[src/rtl/phase_err_pkg.sv]
// Package: shared widths and phase detector state encoding.
// Assumes: counters are offset-binary with zero error at mid-scale.
package phase_err_pkg;
    localparam int ERR_W = 8;

    typedef enum logic [1:0] {
        PD_IDLE = 2'd0,
        PD_UP   = 2'd1,
        PD_DN   = 2'd2
    } pd_state_t;
endpackage

[src/rtl/edge_sync.sv]
// Module: edge_sync
// Brings one asynchronous input into the clk domain through a chain of
// flops and emits a single-cycle strobe on each falling edge.
// Assumes: the input stays at each level for at least two clocks.
module edge_sync #(
    parameter int STAGES = 2
) (
    input  logic clk,
    input  logic rst_n,
    input  logic async_in,
    output logic fall_pulse
);
    logic [STAGES-1:0] chain;
    logic              last_q;

    // First synchronizer flop samples the raw input.
    always_ff @(posedge clk) begin
        if (!rst_n) chain[0] <= 1'b1;
        else        chain[0] <= async_in;
    end

    genvar g;
    generate
        for (g = 1; g < STAGES; g++) begin : g_sync
            // Each further stage resamples the one before it.
            always_ff @(posedge clk) begin
                if (!rst_n) chain[g] <= 1'b1;
                else        chain[g] <= chain[g-1];
            end
        end
    endgenerate

    // Keep the previous synchronized level for edge detection.
    always_ff @(posedge clk) begin
        if (!rst_n) last_q <= 1'b1;
        else        last_q <= chain[STAGES-1];
    end

    assign fall_pulse = last_q & ~chain[STAGES-1];
endmodule

[src/rtl/phase_detect.sv]
// Module: phase_detect
// Opens a measurement window on the first falling edge and closes it on the
// falling edge of the other input. Emits count-up/count-down enables and a
// close strobe. Until the first measurement completes, only the reference
// may open a window, so the direction starts upward.
// Assumes: strobes are single-cycle and already synchronized.
module phase_detect
    import phase_err_pkg::*;
(
    input  logic clk,
    input  logic rst_n,
    input  logic ref_fall,
    input  logic fb_fall,
    output logic step_up,
    output logic step_dn,
    output logic close_win
);
    pd_state_t state_q, state_d;
    logic      armed_q;

    // Next-state and output decode for the window state machine.
    always_comb begin
        state_d   = state_q;
        step_up   = 1'b0;
        step_dn   = 1'b0;
        close_win = 1'b0;
        unique case (state_q)
            PD_IDLE: begin
                if (ref_fall && fb_fall) begin
                    close_win = 1'b1;
                end else if (ref_fall) begin
                    state_d = PD_UP;
                    step_up = 1'b1;
                end else if (fb_fall && armed_q) begin
                    state_d = PD_DN;
                    step_dn = 1'b1;
                end
            end
            PD_UP: begin
                if (fb_fall) begin
                    close_win = 1'b1;
                    state_d   = PD_IDLE;
                end else begin
                    step_up = 1'b1;
                end
            end
            PD_DN: begin
                if (ref_fall) begin
                    close_win = 1'b1;
                    state_d   = PD_IDLE;
                end else begin
                    step_dn = 1'b1;
                end
            end
            default: state_d = PD_IDLE;
        endcase
    end

    // Window state register.
    always_ff @(posedge clk) begin
        if (!rst_n) state_q <= PD_IDLE;
        else        state_q <= state_d;
    end

    // Armed flag: set after the first completed measurement.
    always_ff @(posedge clk) begin
        if (!rst_n)         armed_q <= 1'b0;
        else if (close_win) armed_q <= 1'b1;
    end

    assert_dir_exclusive_R5: assert property (@(posedge clk) disable iff (!rst_n)
        !(step_up && step_dn));

    assert_first_dir_up_R7: assert property (@(posedge clk) disable iff (!rst_n)
        (state_q == PD_IDLE && !armed_q && fb_fall && !ref_fall) |=> (state_q == PD_IDLE));
endmodule

[src/rtl/cascade_counter.sv]
// Module: cascade_counter
// A fine and a coarse saturating up/down counter. The coarse counter steps
// only when the fine counter is pinned at the end of range for the current
// direction. A load restores both counters to mid-scale.
// Assumes: step_up and step_dn are never high together.
module cascade_counter #(
    parameter int W = 8
) (
    input  logic         clk,
    input  logic         rst_n,
    input  logic         step_up,
    input  logic         step_dn,
    input  logic         reload,
    output logic [W-1:0] fine_q,
    output logic [W-1:0] coarse_q
);
    localparam logic [W-1:0] MID  = {1'b1, {(W-1){1'b0}}};
    localparam logic [W-1:0] TOP  = {W{1'b1}};
    localparam logic [W-1:0] BOT  = {W{1'b0}};

    logic fine_at_top, fine_at_bot, coarse_go_up, coarse_go_dn;

    assign fine_at_top  = (fine_q == TOP);
    assign fine_at_bot  = (fine_q == BOT);
    assign coarse_go_up = step_up && fine_at_top && (coarse_q != TOP);
    assign coarse_go_dn = step_dn && fine_at_bot && (coarse_q != BOT);

    // Fine counter: saturating step in the requested direction.
    always_ff @(posedge clk) begin
        if (!rst_n || reload)             fine_q <= MID;
        else if (step_up && !fine_at_top) fine_q <= fine_q + 1'b1;
        else if (step_dn && !fine_at_bot) fine_q <= fine_q - 1'b1;
    end

    // Coarse counter: steps only while the fine counter is pinned.
    always_ff @(posedge clk) begin
        if (!rst_n || reload)  coarse_q <= MID;
        else if (coarse_go_up) coarse_q <= coarse_q + 1'b1;
        else if (coarse_go_dn) coarse_q <= coarse_q - 1'b1;
    end

    assert_coarse_gated_R3: assert property (@(posedge clk) disable iff (!rst_n)
        (!reload && !(step_up && fine_q == TOP) && !(step_dn && fine_q == BOT))
        |=> $stable(coarse_q));

    assert_no_wrap_up_R4: assert property (@(posedge clk) disable iff (!rst_n)
        (!reload && step_up && fine_q == TOP && coarse_q == TOP)
        |=> (fine_q == TOP && coarse_q == TOP));

    assert_no_wrap_dn_R4: assert property (@(posedge clk) disable iff (!rst_n)
        (!reload && step_dn && fine_q == BOT && coarse_q == BOT)
        |=> (fine_q == BOT && coarse_q == BOT));
endmodule

[src/rtl/phase_err_counter.sv]
// Module: phase_err_counter (top)
// Synchronizes the reference and feedback pulse trains, measures the time
// between their falling edges with cascaded fine/coarse counters, and
// latches both words together with a one-clock valid strobe.
// Assumes: each input holds each level for at least two clocks.
module phase_err_counter
    import phase_err_pkg::*;
(
    input  logic             clk,
    input  logic             rst_n,
    input  logic             ref_in,
    input  logic             fb_in,
    output logic [ERR_W-1:0] fine_err,
    output logic [ERR_W-1:0] coarse_err,
    output logic             err_valid
);
    localparam logic [ERR_W-1:0] MID = {1'b1, {(ERR_W-1){1'b0}}};

    logic             ref_fall, fb_fall;
    logic             step_up, step_dn, close_win;
    logic [ERR_W-1:0] fine_cnt, coarse_cnt;

    edge_sync #(.STAGES(2)) u_ref_sync (
        .clk(clk), .rst_n(rst_n), .async_in(ref_in), .fall_pulse(ref_fall)
    );

    edge_sync #(.STAGES(2)) u_fb_sync (
        .clk(clk), .rst_n(rst_n), .async_in(fb_in), .fall_pulse(fb_fall)
    );

    phase_detect u_pd (
        .clk(clk), .rst_n(rst_n),
        .ref_fall(ref_fall), .fb_fall(fb_fall),
        .step_up(step_up), .step_dn(step_dn), .close_win(close_win)
    );

    cascade_counter #(.W(ERR_W)) u_cnt (
        .clk(clk), .rst_n(rst_n),
        .step_up(step_up), .step_dn(step_dn), .reload(close_win),
        .fine_q(fine_cnt), .coarse_q(coarse_cnt)
    );

    // Output holding registers: capture counters when the window closes.
    always_ff @(posedge clk) begin
        if (!rst_n) begin
            fine_err   <= MID;
            coarse_err <= MID;
        end else if (close_win) begin
            fine_err   <= fine_cnt;
            coarse_err <= coarse_cnt;
        end
    end

    // Valid strobe: high for the cycle in which new words appear.
    always_ff @(posedge clk) begin
        if (!rst_n) err_valid <= 1'b0;
        else        err_valid <= close_win;
    end

    assert_valid_single_R9: assert property (@(posedge clk) disable iff (!rst_n)
        err_valid |=> !err_valid);

    assert_hold_between_R9: assert property (@(posedge clk) disable iff (!rst_n)
        !err_valid |-> ($stable(fine_err) && $stable(coarse_err)));

    assert_restart_mid_R10: assert property (@(posedge clk) disable iff (!rst_n)
        err_valid |-> (fine_cnt == MID && coarse_cnt == MID));
endmodule

[config.mk]
export PLATFORM = sky130hd
export DESIGN_NAME = phase_err_counter
export DESIGN_NICKNAME = d
export VERILOG_FILES = /design/src/rtl/phase_err_pkg.sv /design/src/rtl/edge_sync.sv /design/src/rtl/phase_detect.sv /design/src/rtl/cascade_counter.sv /design/src/rtl/phase_err_counter.sv
export SDC_FILE = /design/constraint.sdc
export NUM_CORES = 1
export LEC_CHECK = 0
export ABC_CLOCK_PERIOD_IN_PS = 2200
export BUFFER_PORTS_ARGS = -buffer_cell sky130_fd_sc_hd__buf_2
export CORE_AREA = 2 2 100 102
export CTS_BUF_LIST = sky130_fd_sc_hd__clkbuf_8
export DETAILED_ROUTE_END_ITERATION = 6
export DIE_AREA = 0 0 102 104
export GPL_TIMING_DRIVEN = 0
export PLACE_DENSITY = 0.41
export SETUP_SLACK_MARGIN = 0.05
export SLEW_MARGIN = 15
export SYNTH_ARGS = -nofsm -noshare
export SYNTH_HDL_FRONTEND = slang
export SYNTH_SLANG_ARGS = --single-unit
[constraint.sdc]
create_clock -name clk -period 2.2 [get_ports clk]
set_input_delay 0.11 -clock clk [delete_from_list [all_inputs] [get_ports clk]]
set_output_delay 0.11 -clock clk [all_outputs]
set_load 0.005 [all_outputs]
==> reports/summary.txt, run 1 <==
GRT
----------------------------------------------------------------------------------
Leftover overflow at the end of global routing                                   0
Via count of the first global-routing pass                                    1867
Number of antenna violations at the first check in global routing                0
Wire length of the first global-routing pass                               9.48 mm
Overall routing resource usage                                               0.112
Maximum number of pins on one net before global-route repair                    14

ROUTE
----------------------------------------------------------------------------------
Number of vias after detailed routing                                         1961
Number of remaining DRC errors                                                   0
Routed Wire Length                                                         5.84 mm
Avg Vias per Cell                                                             4.47
Initial DRC count                                                               68
Post-detailed-route count of antenna-violating nets                              0
First-pass iteration count of the detailed router                                4
Average detailed-routed wire length per instance                           13.3 um

STA
----------------------------------------------------------------------------------
Final worst-path setup slack                                             -0.378 ns
Headroom to the max-slew limit                                               0.529
Maximum clock rate                                                         388 MHz
Number of max-slew violations in the final report                                0
Worst-margin pin slew                                                     0.701 ns
Final number of setup-violating endpoints                                       10
Fin Clk Skew                                                            0.00583 ns
Minimum clock period after layout                                          2.58 ns
Hold violation count in the final report                                         0
Worst hold slack                                                          0.182 ns
Setup repair after global routing missed its margin                            yes
Fraction of the cycle the final worst path needs                              1.17
Total negative slack                                                      -2.17 ns

CRITICAL PATH
----------------------------------------------------------------------------------
Worst Reg-to-Reg Cells                                                          10
Endpoint required time on the critical path                                2.43 ns
Startpoint-to-endpoint class of the critical path                     flip-flop to flip-flop
Endpoint class of the critical path                                      flip-flop
Arrival time at the worst endpoint                                         2.80 ns
Critical Path Start Type                                                 flip-flop
Peak fanout along the critical path                                              5

DIE
----------------------------------------------------------------------------------
Row cnt                                                                         36
Core box area                                                           9550 sq um
Number of top-level pins                                                        21
Die X                                                                       102 um
Effective utilization at floorplan                                           0.235
Die area                                                               10600 sq um
Die height                                                                  104 um

FINAL LAYOUT
----------------------------------------------------------------------------------
Final cell count without fillers                                               439
Layout Nets                                                                    324
Diode count                                                                      0
Area delta synth->final                                                      38.4%
Fillers                                                                       1036
Share of final-layout standard cells stronger than drive strength 1          0.363

CTS
----------------------------------------------------------------------------------
Buffer levels on the longest clock path                                          2
Root buf cell                                                         sky130_fd_sc_hd__clkbuf_8
CTS tree                                                                     built
Clock buffers created by TritonCTS                                               5
Maximum level of the CTS H-tree                                                  2
Clock insertion delay at the later pin of the skew report                  0.30 ns
Clock-pin slew on the worst setup and hold paths                           0.09 ns
Clk sinks                                                                       42

RUN
----------------------------------------------------------------------------------
# Max-Cap Violations                                                             0

SYNTH
----------------------------------------------------------------------------------
Mapped Area                                                             2250 sq um
Cell accounting for the most synthesized area                         sky130_fd_sc_hd__dfxtp_1
Commonest cells post-synth                                            42 x sky130_fd_sc_hd__dfxtp_1, 36 x sky130_fd_sc_hd__nand2_1, 27 x sky130_fd_sc_hd__nor2_1
Largest cells by area after synthesis                                 sky130_fd_sc_hd__dfxtp_1 37%, sky130_fd_sc_hd__ha_1 7.2%, sky130_fd_sc_hd__nand2_1 6.0%
Synth Flop Type                                                       sky130_fd_sc_hd__dfxtp_1
Number of different library cells in the post-synthesis netlist                 57
Count of mapped cells out of synthesis                                         253
Number of synthesized flops with an enable pin                                   0
Most common cell in the synthesized netlist                           sky130_fd_sc_hd__dfxtp_1
Async S/R FF share, synth                                                        0
Total of flip-flops plus latches after synthesis                                42
Yosys warns                                                                      0
Part of the Yosys area used for sequential elements                          0.374
Average size of a mapped cell                                           8.89 sq um
Net Count, Synth                                                               272
Post-synth top area share                                                    0.374

RUN STATUS
----------------------------------------------------------------------------------
Outcome                                                               complete, but fails checks
Violations in the final reports                                       negative setup slack

POWER AND IR DROP
----------------------------------------------------------------------------------
Worst voltage drop across the vdd grid                                  0.000339 V
Power per Cell Area                                                    590 nW/um^2
Total leakage power                                                        1.20 nW

WORST HOLD PATH
----------------------------------------------------------------------------------
Number of cells on the worst hold path                                           3
Classification of the worst-slack hold path                           input pin to flip-flop

PLACE
----------------------------------------------------------------------------------
Global placement routability congestion                                      0.761
Placed wire-length estimate after detailed placement                       4.04 mm
IO buf count                                                                    20
Placed insts                                                                   406

-- logic make-up (layout without fill, tap and decap cells) --
kind of cell / after synthesis / after routing / share of synthesized area
buffers and inverters: 17 / 69 / 0.0295
AND/OR/NAND/NOR: 106 / 107 / 0.244
AO/OA/AOI/OAI: 53 / 53 / 0.178
adder cells (fa/ha/maj): 15 / 15 / 0.0902
XOR/XNOR: 8 / 8 / 0.0312
flip-flops: 42 / 42 / 0.374
multiplexers: 12 / 12 / 0.0534
-- worst max-delay path, cell delays in order, from the launching register on --
cell	delay (ns)
sky130_fd_sc_hd__dfxtp_4	0.40
sky130_fd_sc_hd__nand4_1	0.15
sky130_fd_sc_hd__a211o_4	0.37
sky130_fd_sc_hd__or2_4	0.30
sky130_fd_sc_hd__buf_6	0.14
sky130_fd_sc_hd__ha_4	0.21
sky130_fd_sc_hd__a21o_4	0.21
sky130_fd_sc_hd__nor2_4	0.12
sky130_fd_sc_hd__o211a_1	0.18
sky130_fd_sc_hd__mux2i_2	0.24
sky130_fd_sc_hd__mux2i_1	0.19
-- cells in the final DEF (no fill, tap or decap), types with 3 or more instances in the layout --
cell                       instances
sky130_fd_sc_hd__o21ai_0           4
sky130_fd_sc_hd__nor2_1           25
sky130_fd_sc_hd__a21o_1            3
sky130_fd_sc_hd__xnor2_1           7
sky130_fd_sc_hd__nand2b_1          7
sky130_fd_sc_hd__mux2i_1          11
sky130_fd_sc_hd__nand3_1           3
sky130_fd_sc_hd__ha_1              3
sky130_fd_sc_hd__nand2_1          36
sky130_fd_sc_hd__buf_6             4
sky130_fd_sc_hd__a21oi_1          18
sky130_fd_sc_hd__ha_4             10
sky130_fd_sc_hd__dfxtp_2           5
sky130_fd_sc_hd__clkbuf_8          5
sky130_fd_sc_hd__a31oi_1           3
sky130_fd_sc_hd__buf_2            22
sky130_fd_sc_hd__dfxtp_1          26
sky130_fd_sc_hd__buf_4            18
sky130_fd_sc_hd__dfxtp_4          11
sky130_fd_sc_hd__nor3b_1           4
sky130_fd_sc_hd__nand4_1           5
sky130_fd_sc_hd__a21oi_2           3
sky130_fd_sc_hd__inv_1             9
-- layout make-up --
class	count	area, sq um	area share
buffer	6	25.0	0.00804
clock buffer	5	68.8	0.0221
clock inverter	3	41.3	0.0133
inverter	11	48.8	0.0157
multi-input combinational	195	1570	0.505
sequential	42	888	0.285
tap	133	166	0.0535
timing repair buffer	44	300	0.0965
-- path summary, 6_finish.rpt --
| check | start | endpoint | slack [ns] |
|---|---|---|---|
| worst max-delay path | u_cnt.fine_q[6]$_SDFFE_PP0P_ | u_cnt.coarse_q[7]$_SDFFE_PP1P_ | -0.38 |
| worst min-delay path | rst_n | fine_err[4]$_SDFFE_PN0P_ | 0.18 |
| worst max register to register | u_cnt.fine_q[6]$_SDFFE_PP0P_ | u_cnt.coarse_q[7]$_SDFFE_PP1P_ | -0.38 |
| worst min register to register | u_ref_sync.chain[0]$_SDFF_PN1_ | u_ref_sync.chain[1]$_SDFF_PN1_ | 0.41 |
-- timing repair --
item | CTS | global route
hold buffers | 2 | 0
endpoints found under the hold margin | 2 | 0
buffers inserted | 14 | 8
setup endpoints to repair | 10 | 11
pin swaps | 23 | 12
cloned | 1 | 0
resized for setup | 38 | 9
-- flip-flops by register name, summed over array words and instances, names as in the netlist --
name	count
coarse_err	8
fine_err	8
u_cnt.coarse_q	8
u_cnt.fine_q	8
u_fb_sync.chain	2
u_pd.state_q	2
u_ref_sync.chain	2
err_valid	1
u_fb_sync.last_q	1
u_pd.armed_q	1
u_ref_sync.last_q	1
-- power breakdown --
group / internal [mW] / total (mW) / switching [mW]
clock network: 0.334 / 0.617 / 0.282
logic: 0.208 / 0.409 / 0.201
registers: 0.785 / 0.811 / 0.0266
-- stage by stage --
step                power (mW)   util  worst slack [ns]  cell area, sq um
global placement          1.16  0.277            -0.712              2650
global route              1.94  0.326            -0.474              3110
detailed placement        1.16  0.277            -0.667              2650
finish                    1.84  0.326            -0.378              3110
floorplan                 1.09      -            -0.224              2380
CTS                       1.84  0.315            -0.391              3010
-- metal layers --
| metal | vias up | wire length, um | global-route usage |
|---|---|---|---|
| li1 | 1001 | - | - |
| met1 | 920 | 2930 | 0.165 |
| met2 | 28 | 2610 | 0.163 |
| met3 | 12 | 210 | 0.0255 |
| met4 | 0 | 89 | 0.0324 |
| met5 | - | 0 | 0 |
No activity file was read; power rests on OpenSTA's default activity.
==> inputs of run 2 (changes only) <==
Settings changed: ABC_CLOCK_PERIOD_IN_PS 2200 to 2900, PLACE_DENSITY 0.41 to 0.4.
Clock period 2.2 ns to 2.9 ns, I/O delays scaled along.
==> reports/summary.txt, run 2 (synthesis gave the netlist of run 1 again) <==
POWER AND IR DROP
--------------------------------------------------------------------------------------
Total leakage power                                                            1.05 nW   was 1.20 nW
Power per Cell Area                                                        489 nW/um^2   was 590 nW/um^2
Switching share of total power                                                   0.273   was 0.277
Clock Power Share                                                                0.354   was 0.336
Internal power contribution                                                   0.954 mW   was 1.33 mW
Combinational share of power                                                     0.169   was 0.223
Share of total power in sequential cells                                         0.477   was 0.442
Worst voltage drop across the vdd grid                                      0.000222 V   was 0.000339 V
Psw                                                                           0.358 mW   was 0.509 mW

RUN STATUS
--------------------------------------------------------------------------------------
Outcome                                                                   finished, final reports clean   was complete, but fails checks

DIE
--------------------------------------------------------------------------------------
Number of top-level pins                                                            21   unchanged
Die X                                                                           102 um   unchanged
Row cnt                                                                             36   unchanged
Die area                                                                   10600 sq um   unchanged
Die height                                                                      104 um   unchanged
Core box area                                                               9550 sq um   unchanged
Effective utilization at floorplan                                               0.235   unchanged

PLACE
--------------------------------------------------------------------------------------
IO buf count                                                                        20   unchanged
Global placement routability congestion                                          0.810   was 0.761
Placed insts                                                                       406   unchanged
Placed wire-length estimate after detailed placement                           3.96 mm   was 4.04 mm

CRITICAL PATH
--------------------------------------------------------------------------------------
List of cells traversed by the critical path                              and4_1 -> a211o_1 -> or2_4 -> ha_1 -> nor2b_1 -> o31a_1 -> nor3b_1 -> o41ai_2 -> a21oi_1   was nand4_1 -> a211o_4 -> or2_4 -> buf_6 -> ha_4 -> a21o_4 -> nor2_4 -> o211a_1 -> mux2i_2 -> mux2i_1
Biggest cell delay along the critical path                                     0.37 ns   was 0.40 ns
Worst reg-to-reg setup slack                                                   0.23 ns   was -0.38 ns
Peak fanout along the critical path                                                  9   was 5
Critical Path Start Type                                                     flip-flop   unchanged
Arrival time at the worst endpoint                                             2.82 ns   was 2.80 ns
Endpoint class of the critical path                                          flip-flop   unchanged
Endpoint required time on the critical path                                    3.05 ns   was 2.43 ns
Library cell contributing the largest single delay on the critical path   sky130_fd_sc_hd__dfxtp_1   was sky130_fd_sc_hd__dfxtp_4
Startpoint-to-endpoint class of the critical path                         flip-flop to flip-flop   unchanged

FINAL LAYOUT
--------------------------------------------------------------------------------------
Final cell count without fillers                                                   414   was 439
Commonest cells after routing, fill and taps aside                        36 x sky130_fd_sc_hd__nand2_1, 29 x sky130_fd_sc_hd__dfxtp_1, 27 x sky130_fd_sc_hd__nor2_1   was 36 x sky130_fd_sc_hd__nand2_1, 26 x sky130_fd_sc_hd__dfxtp_1, 25 x sky130_fd_sc_hd__nor2_1
Commonest non-fill, non-tap cell in the layout                            sky130_fd_sc_hd__nand2_1   unchanged
Diode count                                                                          0   unchanged
Layout Nets                                                                        299   was 324
Share of final-layout standard cells stronger than drive strength 1              0.214   was 0.363
Area delta synth->final                                                          19.3%   was 38.4%

STA
--------------------------------------------------------------------------------------
Fin Clk Skew                                                                0.00626 ns   was 0.00583 ns
Fraction of the cycle the final worst path needs                                 0.921   was 1.17
Setup repair after global routing missed its margin                                 no   was yes
Headroom to the max-slew limit                                                   0.534   was 0.529
Hold violation count in the final report                                             0   unchanged
Worst-margin pin slew                                                         0.695 ns   was 0.701 ns
Number of max-slew violations in the final report                                    0   unchanged
Maximum clock rate                                                             374 MHz   was 388 MHz
Final number of setup-violating endpoints                                            0   was 10
Minimum clock period after layout                                              2.67 ns   was 2.58 ns
Total negative slack                                                              0 ns   was -2.17 ns

CTS
--------------------------------------------------------------------------------------
Post-CTS Setup Bufs                                                                  0   was 14
Clock insertion delay at the later pin of the skew report                      0.29 ns   was 0.30 ns
Clock-pin slew on the worst setup and hold paths                               0.09 ns   about the same
Maximum level of the CTS H-tree                                                      2   unchanged
Clock buffers created by TritonCTS                                                   5   unchanged
CTS tree                                                                         built   unchanged
Hold buffer count at CTS                                                             0   was 2
Clk sinks                                                                           42   unchanged
Root buf cell                                                             sky130_fd_sc_hd__clkbuf_8   unchanged
Buffer levels on the longest clock path                                              2   unchanged

ROUTE
--------------------------------------------------------------------------------------
Number of remaining DRC errors                                                       0   unchanged
First-pass iteration count of the detailed router                                    5   was 4
Average detailed-routed wire length per instance                               12.8 um   was 13.3 um
Post-detailed-route count of antenna-violating nets                                  0   unchanged
Initial DRC count                                                                   48   was 68
Number of vias after detailed routing                                             1826   was 1961
Routed Wire Length                                                             5.31 mm   was 5.84 mm
Avg Vias per Cell                                                                 4.41   was 4.47

GRT
--------------------------------------------------------------------------------------
Wire length of the first global-routing pass                                   9.04 mm   was 9.48 mm
Overall routing resource usage                                                   0.106   was 0.112
Number of antenna violations at the first check in global routing                    0   unchanged
Via count of the first global-routing pass                                        1749   was 1867
Maximum number of pins on one net before global-route repair                        14   unchanged
Leftover overflow at the end of global routing                                       0   unchanged

RUN
--------------------------------------------------------------------------------------
# Max-Cap Violations                                                                 0   unchanged

WORST HOLD PATH
--------------------------------------------------------------------------------------
Classification of the worst-slack hold path                               input pin to flip-flop   unchanged

==> run 2: cell type report <==
cell class                 instances  area (sq um)
tap                              133           166
inverter                          11          41.3
buffer                             6          25.0
multi-input combinational        194          1380
fill                            1062          6870
clock buffer                       5          68.8
clock inverter                     3          41.3
sequential                        42           860
timing repair buffer              20           100
==> run 2: metal layers <==
| layer | up-vias | part of all wire | track usage |
|---|---|---|---|
| met5 | - | 0 | 0 |
| met1 | 841 | 0.53 | 0.158 |
| met3 | 2 | 0.024 | 0.0215 |
| li1 | 959 | - | - |
| met4 | 0 | 0.0049 | 0.0295 |
| met2 | 24 | 0.44 | 0.153 |
==> run 2: worst max-delay path, delay by kind of cell, from the launching register on <==
kind / cells / cell delay (ns)
AOI/OAI and AO/OA: 4 / 1.02
adders and majority gates: 1 / 0.29
DFF: 1 / 0.37
and+or+nand+nor: 4 / 0.84
==> run 2: power groups by stage <==
| stage | Combinational, mW | Clock (mW) | Sequential (mW) |
|---|---|---|---|
| 5_1_grt | 0.251 | 0.502 | 0.630 |
| 3_5_place_dp | 0.221 | 0 | 0.636 |
| 4_1_cts | 0.223 | 0.480 | 0.623 |
| 6_report | 0.221 | 0.465 | 0.626 |
| 3_3_place_gp | 0.221 | 0 | 0.636 |
| 2_1_floorplan | 0.179 | 0 | 0.627 |
==> run 2: per-stage QoR <==
step	hold slack [ns]	power [mW]	worst slack, ns	area (sq um)	utilization
finish	0.0254	1.31	0.229	2680	0.281
global route	0.0329	1.38	0.0604	2680	0.281
CTS	0.0212	1.33	0.108	2630	0.276
detailed placement	0.334	0.858	-0.0370	2510	0.263
global placement	0.324	0.857	-0.0289	2510	0.263
floorplan	0.246	0.806	0.411	2250	-
==> run 2: worst paths after layout <==
kind / startpoint / end / cells past startpoint
worst min register to register: u_fb_sync.chain[0]$_SDFF_PN1_ / u_fb_sync.chain[1]$_SDFF_PN1_ / 1
worst max register to register: u_cnt.coarse_q[2]$_SDFFE_PP0P_ / u_cnt.coarse_q[6]$_SDFFE_PP0P_ / 9
worst min-delay path: ref_in / u_ref_sync.chain[0]$_SDFF_PN1_ / 2
worst max-delay path: u_cnt.coarse_q[2]$_SDFFE_PP0P_ / u_cnt.coarse_q[6]$_SDFFE_PP0P_ / 9
==> run 2: timing repair <==
action	CTS	global route
resized for setup	2	18
hold endpoints to repair	0	0
endpoints found under the setup margin	1	2
pin swaps	0	2
cloned	0	0
